[config.mk]
export PLATFORM = sky130hd
export DESIGN_NAME = irq_swizzle_router
export DESIGN_NICKNAME = d
export VERILOG_FILES = /design/src/rtl/irq_route_pkg.sv /design/src/rtl/pin_swizzle.sv /design/src/rtl/line_router.sv /design/src/rtl/irq_swizzle_router.sv
export SDC_FILE = /design/constraint.sdc
export NUM_CORES = 1
export LEC_CHECK = 0
export BUFFER_PORTS_ARGS = -buffer_cell sky130_fd_sc_hd__buf_2
export CAP_MARGIN = 10
export CORE_MARGIN = 5
export CORE_UTILIZATION = 45
export CTS_CLUSTER_DIAMETER = 60
export DETAILED_ROUTE_END_ITERATION = 8
export GPL_TIMING_DRIVEN = 0
export PLACE_DENSITY = 0.77
export SYNTH_ARGS = -nofsm -noshare
export SYNTH_HDL_FRONTEND = slang
export SYNTH_HIERARCHICAL = 1
export SYNTH_SLANG_ARGS = --single-unit
[constraint.sdc]
create_clock -name clk -period 4.34 [get_ports clk]
set_input_delay 0.868 -clock clk [delete_from_list [all_inputs] [get_ports clk]]
set_output_delay 0.868 -clock clk [all_outputs]
set_load 0.01 [all_outputs]
[src/rtl/irq_route_pkg.sv]
package irq_route_pkg;
    localparam int DEVFN_W    = 8;
    localparam int FN_W       = 3;
    localparam int SLOT_W     = DEVFN_W - FN_W;
    localparam int PIN_W      = 2;
    localparam int NUM_LINES  = 4;
    localparam int LINE_W     = $clog2(NUM_LINES);
    localparam int ROUTE_W    = 8;
    localparam int NUM_INPUTS = 16;

    // Board slots with hard-wired line assignments
    localparam int FIXED_HI_SLOT   = 10;
    localparam int FIXED_HI_LINE   = 3;
    localparam int FIXED_LO_SLOT_A = 11;
    localparam int FIXED_LO_SLOT_B = 12;
    localparam int FIXED_LO_LINE   = 0;
    // Plug-in slots whose pins rotate across the lines
    localparam int ROT_FIRST_SLOT  = 18;
    localparam int ROT_LAST_SLOT   = 21;

    typedef struct packed {
        logic [NUM_INPUTS-1:0] req;
    } rtr_state_t;
endpackage

[src/rtl/pin_swizzle.sv]
module pin_swizzle
    import irq_route_pkg::*;
#(
    parameter int S_W = SLOT_W,
    parameter int P_W = PIN_W,
    parameter int L_W = LINE_W
) (
    input  logic [S_W-1:0] slot_i,
    input  logic [P_W-1:0] pin_i,
    output logic [L_W-1:0] line_o
);
    logic [S_W-1:0] rot_ofs;

    always_comb begin
        rot_ofs = slot_i - S_W'(ROT_FIRST_SLOT);
        if (slot_i == S_W'(FIXED_HI_SLOT)) begin
            line_o = L_W'(FIXED_HI_LINE);
        end else if (slot_i == S_W'(FIXED_LO_SLOT_A) || slot_i == S_W'(FIXED_LO_SLOT_B)) begin
            line_o = L_W'(FIXED_LO_LINE);
        end else if (slot_i >= S_W'(ROT_FIRST_SLOT) && slot_i <= S_W'(ROT_LAST_SLOT)) begin
            line_o = rot_ofs[L_W-1:0] + L_W'(pin_i);
        end else begin
            line_o = L_W'(pin_i);
        end
    end
endmodule

[src/rtl/line_router.sv]
module line_router
    import irq_route_pkg::*;
#(
    parameter int N_LINES = NUM_LINES,
    parameter int R_W     = ROUTE_W,
    parameter int N_IN    = NUM_INPUTS
) (
    input  logic [N_LINES-1:0]     level_i,
    input  logic [N_LINES*R_W-1:0] route_i,
    output logic [N_IN-1:0]        req_o
);
    localparam int IDX_W = $clog2(N_IN);

    logic [N_IN-1:0] line_hit [N_LINES];

    // One decoded target vector per line, gated by the line's level
    for (genvar j = 0; j < N_LINES; j++) begin : g_line
        logic [R_W-1:0] sel;
        logic           routed;
        assign sel    = route_i[j*R_W +: R_W];
        assign routed = (sel < R_W'(N_IN));
        assign line_hit[j] = (routed && level_i[j]) ? (N_IN'(1) << sel[IDX_W-1:0]) : '0;
    end

    always_comb begin
        req_o = '0;
        for (int j = 0; j < N_LINES; j++) begin
            req_o = req_o | line_hit[j];
        end
    end
endmodule

[src/rtl/irq_swizzle_router.sv]
module irq_swizzle_router
    import irq_route_pkg::*;
(
    input  logic                           clk,
    input  logic                           rst_n,
    input  logic [DEVFN_W-1:0]             qry_devfn,
    input  logic [PIN_W-1:0]               qry_pin,
    output logic [LINE_W-1:0]              qry_line,
    input  logic [NUM_LINES-1:0]           line_level,
    input  logic [NUM_LINES*ROUTE_W-1:0]   route_bytes,
    output logic [NUM_INPUTS-1:0]          ctrl_req
);
    rtr_state_t            st_d, st_q;
    logic [NUM_INPUTS-1:0] routed_req;
    logic [SLOT_W-1:0]     qry_slot;
    logic                  unused_fn;

    assign qry_slot  = qry_devfn[DEVFN_W-1:FN_W];
    assign unused_fn = ^qry_devfn[FN_W-1:0];

    pin_swizzle #(.S_W(SLOT_W), .P_W(PIN_W), .L_W(LINE_W)) u_swz (
        .slot_i (qry_slot),
        .pin_i  (qry_pin),
        .line_o (qry_line)
    );

    line_router #(.N_LINES(NUM_LINES), .R_W(ROUTE_W), .N_IN(NUM_INPUTS)) u_rtr (
        .level_i (line_level),
        .route_i (route_bytes),
        .req_o   (routed_req)
    );

    always_comb begin
        st_d     = st_q;
        st_d.req = routed_req;
    end

    always_ff @(posedge clk) begin
        if (!rst_n) st_q <= '0;
        else        st_q <= st_d;
    end

    assign ctrl_req = st_q.req;


    slot10_line_chk: assert property (@(posedge clk) disable iff (!rst_n)
        (qry_slot == SLOT_W'(FIXED_HI_SLOT)) |-> (qry_line == LINE_W'(FIXED_HI_LINE)));

    slot11_12_line_chk: assert property (@(posedge clk) disable iff (!rst_n)
        (qry_slot == SLOT_W'(FIXED_LO_SLOT_A) || qry_slot == SLOT_W'(FIXED_LO_SLOT_B))
        |-> (qry_line == LINE_W'(FIXED_LO_LINE)));

    low_slot_pass_chk: assert property (@(posedge clk) disable iff (!rst_n)
        (qry_slot < SLOT_W'(FIXED_HI_SLOT)) |-> (qry_line == LINE_W'(qry_pin)));

    idle_low_chk: assert property (@(posedge clk) disable iff (!rst_n)
        ($past(line_level) == '0) |-> (ctrl_req == '0));

    unrouted_low_chk: assert property (@(posedge clk) disable iff (!rst_n)
        ($past(route_bytes[7:4] != 4'd0 && route_bytes[15:12] != 4'd0 &&
               route_bytes[23:20] != 4'd0 && route_bytes[31:28] != 4'd0))
        |-> (ctrl_req == '0));

    fanin_bound_chk: assert property (@(posedge clk) disable iff (!rst_n)
        $countones(ctrl_req) <= $past($countones(line_level)));
endmodule

==> impl_metrics.toml, run 1 <==
[outcome]
outcome = "finished clean"

[sta]
timing.slew.headroom = 0.6325
fmax_ghz = 0.3533
worst_slew_pin_slew_ns = 0.5467
worst_hold_slack_ns = 0.8982
rsz0062_at_grt = "no"
finalCritPeriodShare = 0.6523
drv_slew = 0
setup_tns_ns = 0
fin_crit_ns = 2.831
finalHoldViolCount = 0
finalSetupViolations = 0

[critical_path]
worstPathRequired_ns = 3.47
cp.buffers_inverters = 2
crit_cells = 6
critPathArrivalTime_ns = 1.96
crit_slowest_cell = "or3_1"
critPathMostFrequentCell = "buf_2"
critical_path_class = "input port to primary output"
critPathTopFamily = "simple AND/OR/NAND/NOR gates"
worst_setup_path_end_kind = "primary output"
start_kind = "input port"
crit_chain = "buf_2 > ha_1 > and3b_1 > or3_1 > nand4_1 > buf_2"
cp_max_fo = 5
cp_slowest_stage_delay_ns = 0.35

[yosys]
synth_nets = 213
synthArstFlopShare = 0
synth-seq-cells = 16
synth_top_area_share = 0.2226
netlist_area_um2 = 1439
synthCells = 164
yosysWarningCount = 6
yosys.area.top_type = "dfxtp_1"
dominantRegCellSynth = "dfxtp_1"
syn_avg_cell_area_um2 = 8.774
netlist_top_cells_area = "dfxtp_1, nor4_4, a22oi_1, and2_2, nand2_1"
ys_types = 40
synth-edff-count = 0
yosysSeqAreaShare = 0.2226

[routing]
drt_iter0_markers = 78
drc = 0
vias = 1497
routed_wl_um = 3782
viasPerCell = 5.504
ant_nets = 0
firstDrtPassIters = 4
wl_per_cell_um = 13.90

[clock_tree]
cts_buffers = 3
clock-sinks = 16
cts_tree = "built"
hold_buffers = 0
cts_resized = 0
clk_pin_slew_ns = 0.07
cts_root_buf = "clkbuf_4"
cts_setup_buffers = 0
cts_buffer_depth = 2
htreeDepth = 1

[place]
dp_cells = 269
gp_congestion = 0.9385
dp_hpwl_um = 3146
place_area_um2 = 1799
port_buffers = 61

[job]
maxCapViolCount = 0

[grt]
grt_max_degree = 11
grt_pass1_wl_um = 6085
overflow = 0
grt.total_usage = 0.1756
grt_pass1_vias = 1422
antenna_found_initial = 0

[worst_hold_path]
hold_path_depth = 2
min_path_type = "input port to flop"
holdPathEnd = "ctrl_req[0]$_SDFF_PN0_"
hp-start = "rst_n"

[final_layout]
final_common_cell = "buf_2"
final_layout_size_suffix_gt1_frac = 0.4342
final_area_um2 = 1822
largest_reg_flops = 16
utilization = 0.5967
syn_to_final_growth_pct = 26.61
diodes = 0
fin_cells = 272
layout.nets = 279
final_cell_mix = "buf_2, nand2_1, dfxtp_1, a22oi_1"
fillerInstances = 314

[die]
fp.coreArea_um2 = 3053
die_width_um = 66.55
ios = 66
die_area_um2 = 4428
die_h_um = 66.55
initial_core_util = 0.4713
rows = 20

[pwr]
ir_worst_vdd_v = 0.00006511
leakagePower_nw = 0.8282
p_per_area_nw_per_um2 = 167.0
## kinds of logic (layout without fill, tap and decap cells)
logic type	count (synthesis)	after routing	share of synthesized area
and+or+nand+nor	105	105	0.5400
AOI/OAI and AO/OA	33	33	0.1957
DFF	16	16	0.2226
buffers and inverters	8	72	0.02695
adders and majority gates	1	1	0.008694
xor gates and xnor gates	1	1	0.006088
## metrics by stage
stage	total power, W	setup WS (ns)
floorplan	0.0001921	1.784
global placement	0.0002340	1.535
detailed placement	0.0002350	1.515
CTS	0.0003054	1.516
global route	0.0003234	1.454
finish	0.0003042	1.509
## cells in the mapped netlist (2+ instances only)
library cell	count
and2_1	4
nor4_2	2
a32oi_1	6
and2_2	12
nor3_1	2
nand4_1	3
nor2b_1	11
nor2_1	8
or3_4	4
dfxtp_1	16
nor3b_1	2
nor4_4	6
nand2_1	24
a31oi_1	2
a22oi_1	16
o311ai_1	2
nand3_1	12
nand2b_1	3
inv_1	6
nor4b_4	3
## power breakdown
group          total [W]  internal [W]  switching (W)
clock          0.0000719     0.0000322      0.0000397
combinational  0.0000849     0.0000340      0.0000509
sequential      0.000147      0.000147    0.000000112
## how the worst max path moves through the flow
stage,from,endpoint
floorplan,qry_devfn[3],qry_line[1]
global placement,qry_devfn[3],qry_line[1]
detailed placement,qry_devfn[3],qry_line[1]
CTS,qry_devfn[3],qry_line[1]
global route,qry_devfn[3],qry_line[1]
finish,qry_devfn[3],qry_line[1]
## layer usage
layer	GRT usage	vias up	wire [µm]
li1	-	748	-
met1	0.2253	639	1650
met2	0.2884	98	1723
met3	0.02024	12	333
met4	0.08629	0	74
met5	0	-	0
## layout make-up
class | instances | area (µm²) | share of cell area
inverter | 6 | 22.52 | 0.01236
buffer | 2 | 16.27 | 0.008929
sequential | 16 | 320.3 | 0.1758
multi-input combinational | 140 | 1080 | 0.5927
tap | 44 | 55.05 | 0.03022
clock buffer | 3 | 22.52 | 0.01236
timing repair buffer | 61 | 305.3 | 0.1676
(Power assumes the default switching activity.)
==> run 2: changes to the inputs <==
--- a/config.mk
+++ b/config.mk
@@ -5,6 +5,7 @@
 export SDC_FILE = /design/constraint.sdc
 export NUM_CORES = 1
 export LEC_CHECK = 0
+export ABC_AREA = 1
 export BUFFER_PORTS_ARGS = -buffer_cell sky130_fd_sc_hd__buf_2
 export CAP_MARGIN = 10
 export CORE_MARGIN = 5
==> constraint.sdc (replaced) <==
create_clock -name clk -period 2.4 [get_ports clk]
set_input_delay 0.48 -clock clk [delete_from_list [all_inputs] [get_ports clk]]
set_output_delay 0.48 -clock clk [all_outputs]
set_load 0.01 [all_outputs]
==> run 2 against run 1 <==
  * Global-route usage down 1.4 points
  * Utilization down 3.2 points
  * Flip-flop and latch count unchanged
  * Cell area up 15%
  * Cell count up 50%
  * Critical path depth up 3
  * Clock-buffer cell count up 1
  * First-iteration DRC count up 7.7%
  * Critical endpoint unchanged
==> impl_metrics.toml, run 2 <==
[die]
rows = 22
initial_core_util = 0.4700
fp.coreArea_um2 = 3716
die_width_um = 72.30
ios = 66
die_area_um2 = 5227
die_h_um = 72.30

[critical_path]
cp_max_fo = 3
critPathArrivalTime_ns = 1.28
critPathTopFamily = "buffers and inverters"
start_kind = "input port"
worst_setup_path_end_kind = "primary output"
cp_slowest_stage_delay_ns = 0.20
cp.buffers_inverters = 3
worstPathRequired_ns = 1.92
crit_slowest_cell = "ha_1"
critPathMostFrequentCell = "nand2_1"
critical_path_class = "input port to primary output"
crit_chain = "buf_2 > ha_1 > inv_1 > nand2_1 > nand3_1 > nand2_1 > nand3_1 > nand2_1 > buf_2"

[final_layout]
final_layout_size_suffix_gt1_frac = 0.2770
final_cell_mix = "nor2_1, buf_2, nand4_1"
fillerInstances = 433
largest_reg_flops = 16
layout.nets = 411
diodes = 0
final_common_cell = "nor2_1"
multi_input_area_um2 = 1116
regArea_um2 = 320.3
syn_to_final_growth_pct = 20.06
utilization = 0.5643

[yosys]
yosysMostFrequentCell = "nor2_1"
yosysWarningCount = 6
synthCells = 310
netlist_area_um2 = 1747
synth_common_cells = "nor2_1, nand4_1, nand2_1"
synth_nets = 359
synth_top_area_share = 0.2213
yosysSeqAreaShare = 0.1834
synth-edff-count = 0
dominantRegCellSynth = "dfxtp_1"
netlist_top_cells_area = "nor2_1, dfxtp_1, nand4_1, nand2_1, inv_1"
yosys.area.top_type = "nor2_1"
syn_avg_cell_area_um2 = 5.634
synthArstFlopShare = 0
ys_types = 17
synth-seq-cells = 16

[routing]
vias = 1987
ant_nets = 0
wl_per_cell_um = 10.30
viasPerCell = 4.858
routed_wl_um = 4213
firstDrtPassIters = 4
drc = 0
drt_iter0_markers = 84

[outcome]
outcome = "finished clean"

[grt]
overflow = 0
antenna_found_initial = 0
grt_max_degree = 11
grt.total_usage = 0.1617
grt_pass1_vias = 1645
grt_pass1_wl_um = 6803

[pwr]
ir_worst_vdd_v = 0.0001210
leakagePower_nw = 1.081
p_per_area_nw_per_um2 = 316.9

[clock_tree]
cts_buffer_depth = 2
clk_pin_slew_ns = 0.06
cts_buffers = 3
cts_root_buf = "clkbuf_8"
hold_buffers = 0
cts_tree = "built"
clock-sinks = 16
cts_resized = 0
htreeDepth = 1
cts_setup_buffers = 0

[sta]
setup_tns_ns = 0
timing.slew.headroom = 0.8382
fin_crit_ns = 1.758
rsz0062_at_grt = "no"
finalHoldViolCount = 0
worst_slew_pin_slew_ns = 0.2425
drv_slew = 0
finalCritPeriodShare = 0.7326
fmax_ghz = 0.5687
finalSetupViolations = 0

[worst_hold_path]
min_path_type = "input port to flop"

[place]
gp_congestion = 0.8948
dp_hpwl_um = 3572
port_buffers = 47

[job]
maxCapViolCount = 0
## run 2: cell count changes in the layout (fill, tap and decap cells not counted), sizes merged, moves of 11 or more
cell   before  now
nor2b      11    0
inv         6   39
a22oi      16    0
nand4       3   40
nand3      12   30
nand2      24   48
and2       16    0
nor2        8  114
## run 2: area by class of cell
cell class	count	area share
Inverter	39	0.06981
Timing Repair Buffer	47	0.1122
Tap cell	48	0.02864
Sequential cell	16	0.1527
Buffer	20	0.07816
Multi-Input combinational cell	235	0.5322
Clock buffer	4	0.02625
## run 2: cells by family (layout without fill, tap and decap cells)
logic type      Yosys count  in the layout  synth area share
compound gates            1              1          0.004300
fa+ha+maj                 1              1          0.007162
buf+inv                  59            110            0.1777
flops                    16             16            0.1834
simple gates            233            233            0.6275
## run 2: worst paths after layout
kind              slack [ns]    startpoint  cells after the start                      to
setup / recovery        0.64  qry_devfn[3]                      9             qry_line[1]
hold / removal          0.45         rst_n                      3  ctrl_req[1]$_SDFF_PN0_
## run 2: report_power, final
group	switching (W)	internal (W)
clock	0.0000821	0.000145
combinational	0.000104	0.0000658
sequential	0.000000206	0.000267
## run 2: worst min-delay path: stages
cell and delay (ns):
buf_6 0.10, nand2_1 0.05, inv_1 0.04
## run 2: per-layer routing
metal / up-vias / GRT usage / routed length, µm
met2: 50 / 0.2639 / 1905
met1: 841 / 0.2150 / 1960
li1: 1089 / - / -
met3: 7 / 0.01662 / 253
met5: - / 0 / 0
met4: 0 / 0.06889 / 94
## run 2: metrics by stage
stage,instance area [µm²],instances,hold slack (ns),power [W],worst slack [ns]
after floorplan,1747,310,0.6872,0.0003916,0.8869
after global placement,2042,405,0.7027,0.0004395,0.6468
after detailed placement,2042,405,0.7048,0.0004420,0.6376
after CTS,2097,409,0.4454,0.0006716,0.6363
after global routing,2097,409,0.4547,0.0007078,0.5542
final,2097,409,0.4490,0.0006644,0.6417
==> run 3: changes to the inputs <==
==> constraint.sdc (replaced) <==
create_clock -name clk -period 1.4 [get_ports clk]
set_input_delay 0.28 -clock clk [delete_from_list [all_inputs] [get_ports clk]]
set_output_delay 0.28 -clock clk [all_outputs]
set_load 0.01 [all_outputs]
==> run 3 against run 2 <==
  * Flip-flop and latch count unchanged
  * Global-route usage did not move
  * Non-clock buffer count stayed put
  * Wire length is 0.17% lower
==> impl_metrics.toml, run 3 (synthesized netlist as in run 2, its figures left out) <==
[outcome]
outcome = "finished clean"

[job]
maxCapViolCount = 0

[sta]
finalCritPeriodShare = 0.9549
setup_tns_ns = 0
drv_slew = 0
finalHoldViolCount = 0
rsz0062_at_grt = "no"
fin_crit_ns = 1.337
worst_slew_pin_slew_ns = 0.2350
timing.slew.headroom = 0.8432
finalSetupViolations = 0
fmax_ghz = 0.7480
setup_ws_ns = 0.06310

[grt]
grt_pass1_wl_um = 6803
antenna_found_initial = 0
grt.total_usage = 0.1617
grt_pass1_vias = 1645
overflow = 0
grt_max_degree = 11

[die]
die_width_um = 72.30
fp.coreArea_um2 = 3716
rows = 22
ios = 66
die_area_um2 = 5227
die_h_um = 72.30
initial_core_util = 0.4700

[routing]
routed_wl_um = 4206
ant_nets = 0
wl_per_cell_um = 10.28
vias = 1990
drt_iter0_markers = 83
viasPerCell = 4.866
firstDrtPassIters = 4
drc = 0

[clock_tree]
cts_root_buf = "clkbuf_8"
htreeDepth = 1
cts_buffer_depth = 2
cts_tree = "built"
clock-sinks = 16
clk_pin_slew_ns = 0.06
cts_setup_buffers = 0
cts_buffers = 3

[pwr]
ir_worst_vdd_v = 0.0002073
p_per_area_nw_per_um2 = 542.4
leakagePower_nw = 1.079

[final_layout]
diodes = 0
final_layout_size_suffix_gt1_frac = 0.2798
final_cell_mix = "nor2_1, buf_2, nand4_1"
final_common_cell = "nor2_1"
syn_to_final_growth_pct = 20.20
largest_reg_flops = 16
layout.nets = 411

[worst_hold_path]
min_path_type = "input port to flop"

[critical_path]
start_kind = "input port"
worst_setup_path_end_kind = "primary output"
cp_max_fo = 3
worstPathRequired_ns = 1.12
critPathArrivalTime_ns = 1.06
critical_path_class = "input port to primary output"

[place]
post-place-ws_ns = 0.03762
dp_hpwl_um = 3572
port_buffers = 47
gp_congestion = 0.8948
[run 3: where the power goes]
group	internal [W]	switching, W
clock	0.000249	0.000141
combinational	0.000113	0.000178
sequential	0.000457	0.000000354
total	0.000820	0.000319
[run 3: metrics by stage]
step	util	total power [W]	hold WS [ns]	area [µm²]	std cells
2_1_floorplan	-	0.0006714	0.4872	1747	310
3_3_place_gp	0.5495	0.0007535	0.5027	2042	405
3_5_place_dp	0.5495	0.0007578	0.5048	2042	405
4_1_cts	0.5643	0.001151	0.2454	2097	409
5_1_grt	0.5650	0.001214	0.2547	2100	409
6_report	0.5650	0.001139	0.2490	2100	409
[run 3: critical path: stages]
cell      delay (ns)
buf_2           0.11
ha_2            0.25
nand3b_1        0.16
nand3_2         0.08
nand2_2         0.04
buf_2           0.13
[run 3: final timing paths]
check / startpoint / end / slack, ns / cells past startpoint
setup / recovery: qry_devfn[3] / qry_line[0] / 0.06 / 6
hold / removal: rst_n / ctrl_req[1]$_SDFF_PN0_ / 0.25 / 3
[run 3: what timing repair did]
action	CTS	global route
gates resized for setup	0	1
hold buffers	0	0
endpoints found under the setup margin	0	2
[run 3: layout make-up]
cell class	count	area, µm²
Buffer	20	163.9
Clock buffer	4	55.05
Fill cell	432	1617
Inverter	39	146.4
Multi-Input combinational cell	235	1119
Sequential cell	16	320.3
Tap cell	48	60.06
Timing Repair Buffer	47	235.2
[run 3: routing by layer]
metal / share of wire / vias up / routed length [µm] / track usage
met5: 0 / - / 0 / 0
met1: 0.46 / 838 / 1940 / 0.2150
li1: - / 1089 / - / -
met3: 0.064 / 7 / 269 / 0.01662
met4: 0.022 / 0 / 94 / 0.06889
met2: 0.45 / 56 / 1902 / 0.2639
